File: src/rtl/mbx_pkg.sv
// Package: shared constants and the command word layout for the mailbox.
// Assumes a byte-addressed host map with 32-bit words.
package mbx_pkg;
    localparam int WORD_W    = 32;
    localparam int BUF_WORDS = 4;
    localparam logic [7:0] OFS_CMD  = 8'h00;
    localparam logic [7:0] OFS_STAT = 8'h04;
    localparam logic [3:0] PAGE_OUT = 4'h8;   // 0x80..0x8F
    localparam logic [3:0] PAGE_IN  = 4'h9;   // 0x90..0x9F

    typedef struct packed {
        logic [7:0] rsv_hi;
        logic [7:0] nbytes;
        logic [3:0] sub_id;
        logic [2:0] rsv_lo;
        logic       want_irq;
        logic [7:0] code;
    } mbx_cmd_t;
endpackage

File: src/rtl/mbx_wordbuf.sv
// Module: small word buffer with one write port and one combinational read port.
// Assumes indices are in range; contents clear on reset.
module mbx_wordbuf #(
    parameter int WORDS = 4,
    parameter int DW    = 32,
    localparam int IW   = $clog2(WORDS)
) (
    input  logic          clk,
    input  logic          rst_n,
    input  logic          wr_en,
    input  logic [IW-1:0] wr_idx,
    input  logic [DW-1:0] wr_data,
    input  logic [IW-1:0] rd_idx,
    output logic [DW-1:0] rd_data
);
    logic [DW-1:0] mem [WORDS];

    for (genvar g = 0; g < WORDS; g++) begin : g_word
        // Store one word when its index is written.
        always_ff @(posedge clk) begin
            if (!rst_n)                                 mem[g] <= '0;
            else if (wr_en && wr_idx == IW'(g))         mem[g] <= wr_data;
        end
    end

    // Return the selected word.
    always_comb rd_data = mem[rd_idx];
endmodule

File: src/rtl/mbx_seq.sv
// Module: busy/status sequencing and the two interrupt pulses.
// Assumes ctl_done is a single-cycle strobe; a strobe while idle is ignored.
module mbx_seq
    import mbx_pkg::*;
(
    input  logic        clk,
    input  logic        rst_n,
    input  logic        cmd_wr,
    input  logic [31:0] cmd_word,
    input  logic [7:0]  init_id,
    input  logic        done,
    input  logic        err,
    input  logic [7:0]  err_code,
    output logic        busy,
    output mbx_cmd_t    cmd_q,
    output logic [31:0] status,
    output logic        req_irq,
    output logic        done_irq
);
    logic       err_q;
    logic [7:0] code_q;
    logic [7:0] init_q;
    logic       accept, finish;

    // Qualify both events against the busy state.
    always_comb begin
        accept = cmd_wr && !busy;
        finish = done && busy;
    end

    // Track busy, command capture and completion fields.
    always_ff @(posedge clk) begin
        if (!rst_n) begin
            busy   <= 1'b0;
            cmd_q  <= '0;
            err_q  <= 1'b0;
            code_q <= '0;
            init_q <= '0;
        end else if (accept) begin
            busy   <= 1'b1;
            cmd_q  <= mbx_cmd_t'(cmd_word);
            err_q  <= 1'b0;
            init_q <= init_id;
        end else if (finish) begin
            busy   <= 1'b0;
            err_q  <= err;
            code_q <= err_code;
        end
    end

    // Generate the one-cycle interrupt pulses.
    always_ff @(posedge clk) begin
        if (!rst_n) begin
            req_irq  <= 1'b0;
            done_irq <= 1'b0;
        end else begin
            req_irq  <= accept;
            done_irq <= finish && cmd_q.want_irq;
        end
    end

    // Assemble the status word.
    always_comb status = {8'h00, code_q, init_q, cmd_q.sub_id, 2'b00, err_q, busy};

    a_r2_busy_on_accept: assert property (@(posedge clk) disable iff (!rst_n)
        (cmd_wr && !busy) |=> (busy && req_irq));
    a_r2_req_single: assert property (@(posedge clk) disable iff (!rst_n)
        req_irq |=> !req_irq);
    a_r5_no_reirq: assert property (@(posedge clk) disable iff (!rst_n)
        busy |=> !req_irq);
    a_r6_done_clears: assert property (@(posedge clk) disable iff (!rst_n)
        (done && busy) |=> !busy);
    a_r7_irq_cause: assert property (@(posedge clk) disable iff (!rst_n)
        !(done && busy) |=> !done_irq);
    a_r7_irq_when_asked: assert property (@(posedge clk) disable iff (!rst_n)
        (done && busy && cmd_q.want_irq) |=> done_irq);
endmodule

File: src/rtl/host_ctrl_mailbox.sv
// Module: top of the mailbox; host address decode, buffers and sequencing.
// Assumes single-cycle host and controller accesses; host reads are combinational.
module host_ctrl_mailbox
    import mbx_pkg::*;
(
    input  logic        clk,
    input  logic        rst_n,
    input  logic        host_wr,
    input  logic [7:0]  host_addr,
    input  logic [31:0] host_wdata,
    input  logic        host_byte_rd,
    input  logic [7:0]  host_init_id,
    output logic [31:0] host_rdata,
    output logic        host_done_irq,
    output logic        ctl_req_irq,
    input  logic [2:0]  ctl_rd_idx,
    output logic [31:0] ctl_rdata,
    input  logic        ctl_wr,
    input  logic [1:0]  ctl_wr_idx,
    input  logic [31:0] ctl_wdata,
    input  logic        ctl_done,
    input  logic        ctl_err,
    input  logic [7:0]  ctl_err_code
);
    localparam int IW = $clog2(BUF_WORDS);

    logic        busy;
    mbx_cmd_t    cmd_q;
    logic [31:0] status;
    logic        cmd_wr, out_wr;
    logic [31:0] out_word, in_word;
    logic [IW-1:0] out_rd_idx;

    // Decode host writes; payload writes are word-aligned and blocked while busy.
    always_comb begin
        cmd_wr = host_wr && host_addr == OFS_CMD;
        out_wr = host_wr && !busy && host_addr[7:4] == PAGE_OUT && host_addr[1:0] == 2'b00;
    end

    // Map the controller index onto the outbound buffer.
    always_comb out_rd_idx = IW'(ctl_rd_idx - 3'd1);

    mbx_wordbuf #(.WORDS(BUF_WORDS), .DW(WORD_W)) u_outbuf (
        .clk(clk), .rst_n(rst_n),
        .wr_en(out_wr), .wr_idx(host_addr[IW+1:2]), .wr_data(host_wdata),
        .rd_idx(out_rd_idx), .rd_data(out_word)
    );

    mbx_wordbuf #(.WORDS(BUF_WORDS), .DW(WORD_W)) u_inbuf (
        .clk(clk), .rst_n(rst_n),
        .wr_en(ctl_wr), .wr_idx(ctl_wr_idx), .wr_data(ctl_wdata),
        .rd_idx(host_addr[IW+1:2]), .rd_data(in_word)
    );

    mbx_seq u_seq (
        .clk(clk), .rst_n(rst_n),
        .cmd_wr(cmd_wr), .cmd_word(host_wdata), .init_id(host_init_id),
        .done(ctl_done), .err(ctl_err), .err_code(ctl_err_code),
        .busy(busy), .cmd_q(cmd_q), .status(status),
        .req_irq(ctl_req_irq), .done_irq(host_done_irq)
    );

    // Host read mux: status, reply words or little-endian reply bytes.
    always_comb begin
        host_rdata = '0;
        if (host_addr == OFS_STAT)
            host_rdata = status;
        else if (host_addr[7:4] == PAGE_IN)
            host_rdata = host_byte_rd ? {24'h0, in_word[8*host_addr[1:0] +: 8]} : in_word;
    end

    // Controller read mux: command word or payload words.
    always_comb begin
        if (ctl_rd_idx == 3'd0)                   ctl_rdata = cmd_q;
        else if (ctl_rd_idx <= 3'(BUF_WORDS))     ctl_rdata = out_word;
        else                                      ctl_rdata = '0;
    end

    a_r10_status_rsv: assert property (@(posedge clk) disable iff (!rst_n)
        (status[3:2] == 2'b00 && status[31:24] == 8'h00));
endmodule

File: config.mk
export PLATFORM = sky130hd
export DESIGN_NAME = host_ctrl_mailbox
export DESIGN_NICKNAME = d
export VERILOG_FILES = /design/src/rtl/mbx_pkg.sv /design/src/rtl/mbx_wordbuf.sv /design/src/rtl/mbx_seq.sv /design/src/rtl/host_ctrl_mailbox.sv
export SDC_FILE = /design/constraint.sdc
export NUM_CORES = 1
export LEC_CHECK = 0
export CAP_MARGIN = 25
export CORE_ASPECT_RATIO = 1.1
export CORE_UTILIZATION = 50
export DETAILED_ROUTE_END_ITERATION = 10
export MAX_ROUTING_LAYER = met4
export PLACE_DENSITY = 0.78
export SYNTH_ARGS = -nofsm -noshare
export SYNTH_HDL_FRONTEND = slang
export SYNTH_SLANG_ARGS = --single-unit
File: constraint.sdc
create_clock -name clk -period 9.1 [get_ports clk]
set_clock_uncertainty 0.2 [all_clocks]
set_input_delay 0.91 -clock clk [delete_from_list [all_inputs] [get_ports clk]]
set_output_delay 0.91 -clock clk [all_outputs]
set_load 0.03 [all_outputs]
Yosys cells after proc, flatten, opt, wreduce, memory -nomap -nowiden
Memory sizes are Yosys's and may differ from the RTL's.
Cells that the tools add are included.
{"block": "totals", "wordCells": 100, "input_bits": 100, "mem_bits_rw": 256, "mem_bits_ro": 0, "memories": 2, "out_inout_bits": 66, "latchBits": 0, "regBits": 52}
{"block": "classes", "mux": 40, "n_bitwise": 10, "multipliers": 0, "n_shift": 1, "add_sub_neg": 1, "order_cmp": 1, "reduce_logical": 24, "n_div": 0, "n_eq_ne": 9}
{"memory": "u_inbuf.mem", "depth": 4, "width": 32, "read_ports": 1, "rd_ports_with_merged_regs": 0, "wr": 4, "line_no": "mbx_wordbuf.sv:16", "source": "logic [DW-1:0] mem [WORDS];"}
{"memory": "u_outbuf.mem", "depth": 4, "width": 32, "read_ports": 1, "rd_ports_with_merged_regs": 0, "wr": 4, "line_no": "mbx_wordbuf.sv:16"}
{"operator": "32-bit two-way mux", "count": 13}
{"operator": "32-bit by 6-bit variable part select with 8-bit output", "count": 1}
{"operator": "1-bit two-way mux", "count": 27}
{"operator": "1-bit logical AND", "count": 15}
{"operator": "2-bit == test, second input constant", "count": 4}
{"operator": "4-bit == test, second input constant", "count": 2}
{"operator": "8-bit by 3-bit == test with 1-bit output, second input constant", "count": 1}
{"operator": "8-bit zero test", "count": 1}
{"operator": "1-bit bitwise OR", "count": 8}
{"operator": "2-bit zero test", "count": 3}
{"operator": "2-bit by 1-bit == test with 1-bit output, second input constant", "count": 2}
{"operator": "3-bit <= comparator, second input constant", "count": 1}
{"operator": "3-bit zero test", "count": 1}
{"operator": "1-bit inverter", "count": 2}
{"operator": "2-bit AND reduction", "count": 1}
{"operator": "2-bit nonzero test", "count": 1}
{"operator": "2-bit OR reduction", "count": 1}
{"operator": "2-bit by 1-bit subtractor with 2-bit output, second input constant", "count": 1}
{"operator": "1-bit zero test", "count": 1}

Depth between registers and ports, before layout
Gate-level depths: netlist of the first run.
{"block": "logic_depth", "ltp_word": 9, "depth_mapped": 8, "ltp_nobuf": 5}

Hierarchy
A second synthesis of the first run with hierarchy kept.
{"block": "hier_totals", "hier_cells": 1033, "hier_area_um2": 14580.2}
{"mod": "mbx_wordbuf", "instances": 2, "seq_area_each_um2": 3843.7, "cells_per_inst": 318, "area_each_um2": 5582.9}
{"mod": "mbx_seq", "instances": 1, "seq_area_each_um2": 1041.0, "cells_per_inst": 240, "area_each_um2": 2037.0}
{"mod": "host_ctrl_mailbox", "instances": 1, "seq_area_each_um2": 0.0, "cells_per_inst": 157, "area_each_um2": 1377.6}

Least setup slack after synthesis of the first run
Ideal clock, no wire load.
{"block": "synth_timing", "kind": "input to register", "start": "input port host_addr[0]", "end": "memory u_outbuf.mem[0][0] (enable)", "arrival_ns": 4.255, "slack_ns": 4.175, "path_stages": 4, "path_buffers": 0, "required_ns": 8.430, "setup_ns": 0.470, "cell_sequence": "or4_4 > nor3_1 > nand2_1 > o31ai_1"}
{"element": "start, declared", "line_no": "host_ctrl_mailbox.sv:9", "source": "input logic [7:0] host_addr,"}
{"element": "end, declared", "line_no": "mbx_wordbuf.sv:16"}

Worst setup path after layout of the first run
{"block": "layout_timing", "start": "input port ctl_rd_idx[0]", "end": "output port ctl_rdata[15]"}
{"block": "layout_via", "elab_chain_len": 4}
{"element": "start, declared", "line_no": "host_ctrl_mailbox.sv:16", "source": "input logic [2:0] ctl_rd_idx,"}
{"element": "2-bit by 1-bit subtractor with 2-bit output", "line_no": "host_ctrl_mailbox.sv:41", "source": "always_comb out_rd_idx = IW'(ctl_rd_idx - 3'd1);"}
{"element": "memory read 4 x 32 bit"}
{"element": "32-bit two-way mux", "line_no": "host_ctrl_mailbox.sv:75", "source": "else if (ctl_rd_idx <= 3'(BUF_WORDS)) ctl_rdata = out_word;"}
{"element": "32-bit two-way mux *", "line_no": "host_ctrl_mailbox.sv:74", "source": "if (ctl_rd_idx == 3'd0) ctl_rdata = cmd_q;"}
{"element": "end, declared", "line_no": "host_ctrl_mailbox.sv:17", "source": "output logic [31:0] ctl_rdata,"}
Mark *: on every way between the ends. The rest lies on a longest branch, timed or not.

==> results of run 1 <==
## state kept, by name, summed over array words and instances (netlist names)
name / count
u_inbuf.mem: 128
u_outbuf.mem: 128
u_seq.cmd_q: 32
u_seq.code_q: 8
u_seq.init_q: 8
u_seq.busy: 1
u_seq.done_irq: 1
u_seq.err_q: 1
u_seq.req_irq: 1
## cells in the mapped netlist (all sizes together)
cell type and count:
inv 3, o211ai 6, o22ai 6, and2 265
dfxtp 52, nand2 41, nor4 3, or2 1
buf 18, o211a 2, mux2 52, edfxtp 256
nor3 9, or4 2, ha 1, a22o 80
nand2b 4, o22a 2, nor2 21, clkbuf 54
mux4 50, nand3 10, o21ai 21, mux2i 22
o21a 1, nand4bb 1, o21bai 1, and3 1
o31ai 1, nand4b 1, a21boi 10
## worst min-delay path, stage by stage (launching register included)
cell and delay, ns:
dfxtp_1 0.31, nand2_1 0.05, a21boi_0 0.06
## worst max path at each step
stage | from | slack (ns) | endpoint | cells after the start
after floorplan | host_addr[0] | 4.18 | u_outbuf.mem[0][0] | 4
after CTS | ctl_rd_idx[0] | 3.77 | ctl_rdata[15] | 8
after global placement | ctl_rd_idx[0] | 3.85 | ctl_rdata[14] | 8
after detailed placement | ctl_rd_idx[0] | 3.82 | ctl_rdata[15] | 8
final | ctl_rd_idx[0] | 3.83 | ctl_rdata[15] | 8
after global routing | ctl_rd_idx[0] | 3.64 | ctl_rdata[15] | 8
## power groups by stage
stage                     Clock (mW)  Combinational, mW  Sequential, mW
after floorplan                    0              0.204            1.64
final                           1.37              0.354            1.62
after global routing            1.45              0.376            1.62
after global placement             0              0.348            1.64
after detailed placement           0              0.353            1.65
after CTS                       1.39              0.356            1.62
## cell families (layout without fill, tap and decap cells)
kind of cell	count (synthesis)	count (layout)	synth area share (%)
buffers and inverters	75	252	2.172
AND/OR/NAND/NOR	359	359	14.97
other	0	1	0
adder cells (fa/ha/maj)	1	1	0.08862
flip-flops	308	308	61.83
AO/OA/AOI/OAI	130	130	7.251
multiplexers	124	124	13.69
## stage by stage
step | setup WS, ns | cells | util (%)
floorplan | 4.175 | 997 | -
global placement | 3.846 | 1476 | 58.20
detailed placement | 3.821 | 1476 | 58.20
CTS | 3.773 | 1536 | 62.21
global route | 3.635 | 1538 | 62.32
finish | 3.835 | 1538 | 62.32
## cell usage in the layout (no fill, tap or decap), types with 2 or more instances in the layout
cell and count:
a21boi_0 9, mux2_2 52, o22a_1 2, o21ai_0 14, nor2_2 2, clkinv_1 6
clkinv_2 2, inv_1 3, mux2i_1 22, bufinv_16 4, nor2_1 17, buf_2 3
mux4_2 50, buf_4 23, nand2b_1 4, o211ai_1 6, o21ai_4 3, clkbuf_1 9
o21ai_2 4, and2_1 265, nor4_1 2, o211a_1 2, or4_4 2, dfxtp_1 52
nand2_1 41, edfxtp_1 256, clkinv_8 2, o22ai_1 6, nand3_1 10, a22o_1 80
nor2_4 2, nor3_1 8, clkdlybuf4s50_1 162, clkbuf_16 35
## layout make-up
type	instances	area share, %
antenna	1	0.01445
inverter	3	0.06503
multi-input combinational	614	29.84
sequential	308	50.40
clock buffer	45	5.332
clock inverter	15	1.113
tap	363	2.623
timing repair buffer	189	10.61
## per-layer routing
metal	share of wire, %	track usage [%]	vias to the layer above
li1	-	-	4019
met1	38	29.26	4478
met2	51	43.04	333
met3	7.3	6.045	78
met4	3.2	9.434	0
met5	0	-	-
==> impl_metrics.ini, run 1 <==
[worst_setup_path]
rrSetupSlack_ns = 6.34
r2r_end = u_outbuf.mem[0][10]
slowest_stage = ha_2
crit_path_end_kind = output port
critPathMaxFanout = 33
required_ns = 7.99
path_cells = buf_2 > buf_4 > inv_1 > ha_2 > mux4_2 > mux2_2 > a22o_1 > clkdlybuf4s50_1
startpoint_type = input pin
crit_type = input pin to output port
cp_data_arrival_time_ns = 4.16
crit_family = buffers and inverters
cp_slowest_stage_delay_ns = 0.93
reg2reg_depth = 5
path_buf_inv = 4
r2r_start = u_seq.busy

[sta]
max_clock_freq_mhz = 189.9
holdWs_ns = 0.2658
worst_pin_slew_ns = 1.072
slew_headroom_pct = 28.28
setup_viol = 0
finalMaxSlewViolations = 0
hold_viol_final = 0
rsz0062_at_grt = false
period_minus_slack_ns = 5.265
fin_tns_setup_ns = 0
post-route-period-util_pct = 57.86

[die]
die_area_um2 = 28910
row_count = 64
start_util_pct = 50.80
die_h_um = 178.2
die-width_um = 162.2
fp.coreArea_um2 = 27790
ioPinCount = 166

[route]
wirelength_um = 34770
wl_per_cell_um = 22.60
drt_pre_antenna_iters = 5
viasPerCell = 5.792
drcViolationCount = 0
vias = 8908
drtIter0Drc = 605
ant_nets = 0

[clock_network]
clkLatencyLatePin_ns = 0.49
postCtsSetupBuffers = 0
cts_root_buffer = clkbuf_16
h-tree-depth = 2
clkSlewWorstSetupHoldPaths_ns = 0.06
ctsResizeCount = 0
postCtsHoldBufs = 0
clock_sinks = 308
cts_tree = built
cts_buffers = 34
ctsLongestPathBuffers = 3

[yosys]
avgSynthCellArea_um2 = 14.16
syn_area_um2 = 14120
synth_cell_type_count = 37
synth.area.top_cells = edfxtp_1 (54%), and2_1 (12%), mux4_2 (8.0%)
yosysTopAreaCell = edfxtp_1
ys_seq_area_share_pct = 61.83
ys_ff_latch = 308
syn_nets = 1098
netlist.area_leader.share_pct = 54.46
yosysWarnings = 0
netlist_instances = 997

[placed_design]
dpl.hpwl_um = 21050
portBuffers = 165
place_area_um2 = 16170
gp_congestion = 0.8004

[power]
power_frac_seq_pct = 48.4
p_per_area_nw_per_um2 = 193.1
p_total_mw = 3.345
ir_drop_mv = 0.1488
internal-power_mw = 2.594
p_comb_share_pct = 10.6
power.switching_mw = 0.7507
clkPwrFrac_pct = 41.0
swShare_pct = 22.45
leakagePower_nw = 6.169

[outcome]
run_status = completed

[global_routing]
grt_pass1_vias = 9166
grt_max_degree = 53
antenna_found_initial = 1
grtUsageTotal_pct = 25.36
gr-total-overflow = 0
grt_pass1_wl_um = 52660

[job]
cap_violations = 0

[min_path]
min_from = u_seq.code_q[0]
hold_path_class = register to register
hold_depth = 2
hold_end = u_seq.code_q[0]

[cells_and_area]
nFillCells = 2059
area_growth_pct = 22.67
drive_gt1_share_pct = 16.52
final_area_um2 = 17320
regArea_um2 = 8728
nets = 1251
multi_input_area_um2 = 5167
(Power assumes the default switching activity.)
==> run 2, diff against run 1 <==
Settings changed: PLACE_DENSITY 0.78 to 0.8.
Clock period 9.1 ns to 4.7 ns, I/O delays scaled along.
==> impl_metrics.ini, run 2 (same netlist as run 1, synthesis figures left out) <==
[min_path]
hold_path_class = register to register

[route]
ant_nets = 0
viasPerCell = 5.853
drtIter0Drc = 717
wl_per_cell_um = 22.90
drt_pre_antenna_iters = 5
wirelength_um = 35340
vias = 9031
drcViolationCount = 0

[power]
internal-power_mw = 4.871
ir_drop_mv = 0.2845
power.switching_mw = 1.437
clkPwrFrac_pct = 39.4
power_frac_seq_pct = 49.7
swShare_pct = 22.78
leakagePower_nw = 6.167
p_per_area_nw_per_um2 = 365.4
p_comb_share_pct = 10.9

[sta]
slew_headroom_pct = 47.13
post-route-period-util_pct = 84.67
hold_viol_final = 0
rsz0062_at_grt = false
finalMaxSlewViolations = 0
worst_pin_slew_ns = 0.7911
setup_viol = 0
period_minus_slack_ns = 3.980
setup_slack_ns = 0.7204
fin_tns_setup_ns = 0
max_clock_freq_mhz = 251.3

[clock_network]
h-tree-depth = 1
ctsLongestPathBuffers = 3
clkSlewWorstSetupHoldPaths_ns = 0.06
postCtsHoldBufs = 0
postCtsSetupBuffers = 0
clock_sinks = 308
cts_buffers = 31
cts_tree = built
cts_root_buffer = clkbuf_16
ctsResizeCount = 0
clkLatencyLatePin_ns = 0.56

[cells_and_area]
final_cells = 1543
nets = 1254
area_growth_pct = 22.29
final_cell_mix = and2_1 (265), edfxtp_1 (256), clkdlybuf4s50_1 (162), a22o_1 (80)
largestRegisters = u_inbuf.mem (128), u_outbuf.mem (128), u_seq.cmd_q (32)
drive_gt1_share_pct = 17.06
final_common_cell = and2_1

[die]
row_count = 64
ioPinCount = 166
die_h_um = 178.2
die_area_um2 = 28910
start_util_pct = 50.80
die-width_um = 162.2
fp.coreArea_um2 = 27790

[global_routing]
grt_max_degree = 43
met1_usage_pct = 29.87
grtUsageTotal_pct = 25.35
gr-usage-met2_pct = 42.97
grtUsageMet3_pct = 5.185
grt_pass1_vias = 9086
grt_most_used_layer = met2
grt_pass1_wl_um = 52790
gr-total-overflow = 0
antenna_found_initial = 1

[worst_setup_path]
required_ns = 4.03
crit_type = input pin to output port
crit_path_end_kind = output port
cp-endpoint = host_rdata[22]
rrSetupSlack_ns = 1.91
critPathMaxFanout = 17
startpoint_type = input pin
cp_data_arrival_time_ns = 3.31
r2r_start = u_seq.busy
reg2reg_depth = 5
crit_start = host_addr[0]
r2r_end = u_outbuf.mem[0][16]

[job]
cap_violations = 0

[placed_design]
dpl.hpwl_um = 21990
placedCellCount = 1482
portBuffers = 165
gp_congestion = 0.8445
place_ws_ns = 0.7280

[outcome]
run_status = completed
## run 2: cell types whose count changed in the layout (fill, tap and decap cells not counted), moves of 2 or more
cell,change
clkinv_1,+2
clkinv_2,+5
clkbuf_1,-6
clkinv_8,-2
inv_6,+2
clkbuf_16,-4
buf_4,+6
## run 2: power groups by stage
stage,Sequential (mW),Combinational (mW),Clock (mW)
2_1_floorplan,3.18,0.395,0
3_3_place_gp,3.18,0.675,0
3_5_place_dp,3.19,0.686,0
6_report,3.13,0.689,2.49
5_1_grt,3.14,0.729,2.62
4_1_cts,3.13,0.690,2.52
## run 2: cell type report
type	instances	area [µm²]
antenna	2	5.005
clock buffer	36	814.5
clock inverter	22	210.2
fill	2061	10520
inverter	3	11.26
multi-input combinational	614	5165
sequential	308	8728
tap	363	454.2
timing repair buffer	195	1874
## run 2: worst min-delay path by stage
stage | start | endpoint | slack [ns] | cells past startpoint
2_1_floorplan | u_seq.cmd_q[8] | u_seq.done_irq | 0.22 | 2
3_3_place_gp | u_seq.code_q[4] | u_seq.code_q[4] | 0.26 | 2
3_5_place_dp | u_seq.code_q[0] | u_seq.code_q[0] | 0.26 | 2
4_1_cts | ctl_err_code[5] | u_seq.code_q[5] | 0.26 | 3
5_1_grt | ctl_err_code[4] | u_seq.code_q[4] | 0.30 | 3
6_report | u_seq.code_q[0] | u_seq.code_q[0] | 0.27 | 2
## run 2: worst max-delay path: stages
cell	delay, ns
clkdlybuf4s50_1	0.55
or4_4	0.62
nor4_2	0.28
buf_4	0.31
nand2_1	0.10
o21ai_0	0.20
clkdlybuf4s50_1	0.77
## run 2: per-layer routing
layer | part of all wire, % | vias to the layer above | wire length (µm)
met5 | 0 | - | 0
met4 | 3.4 | 0 | 1190
met3 | 8.4 | 83 | 2981
met2 | 49 | 425 | 17450
met1 | 39 | 4494 | 13710
li1 | - | 4029 | -
## run 2: through the flow
step	area [µm²]	hold slack (ns)	total power, mW	utilization (%)
2_1_floorplan	14120	0.2205	3.577	-
3_3_place_gp	16210	0.2568	3.857	58.35
3_5_place_dp	16210	0.2609	3.877	58.35
4_1_cts	17240	0.2610	6.341	62.04
5_1_grt	17260	0.2987	6.492	62.12
6_report	17260	0.2688	6.308	62.13
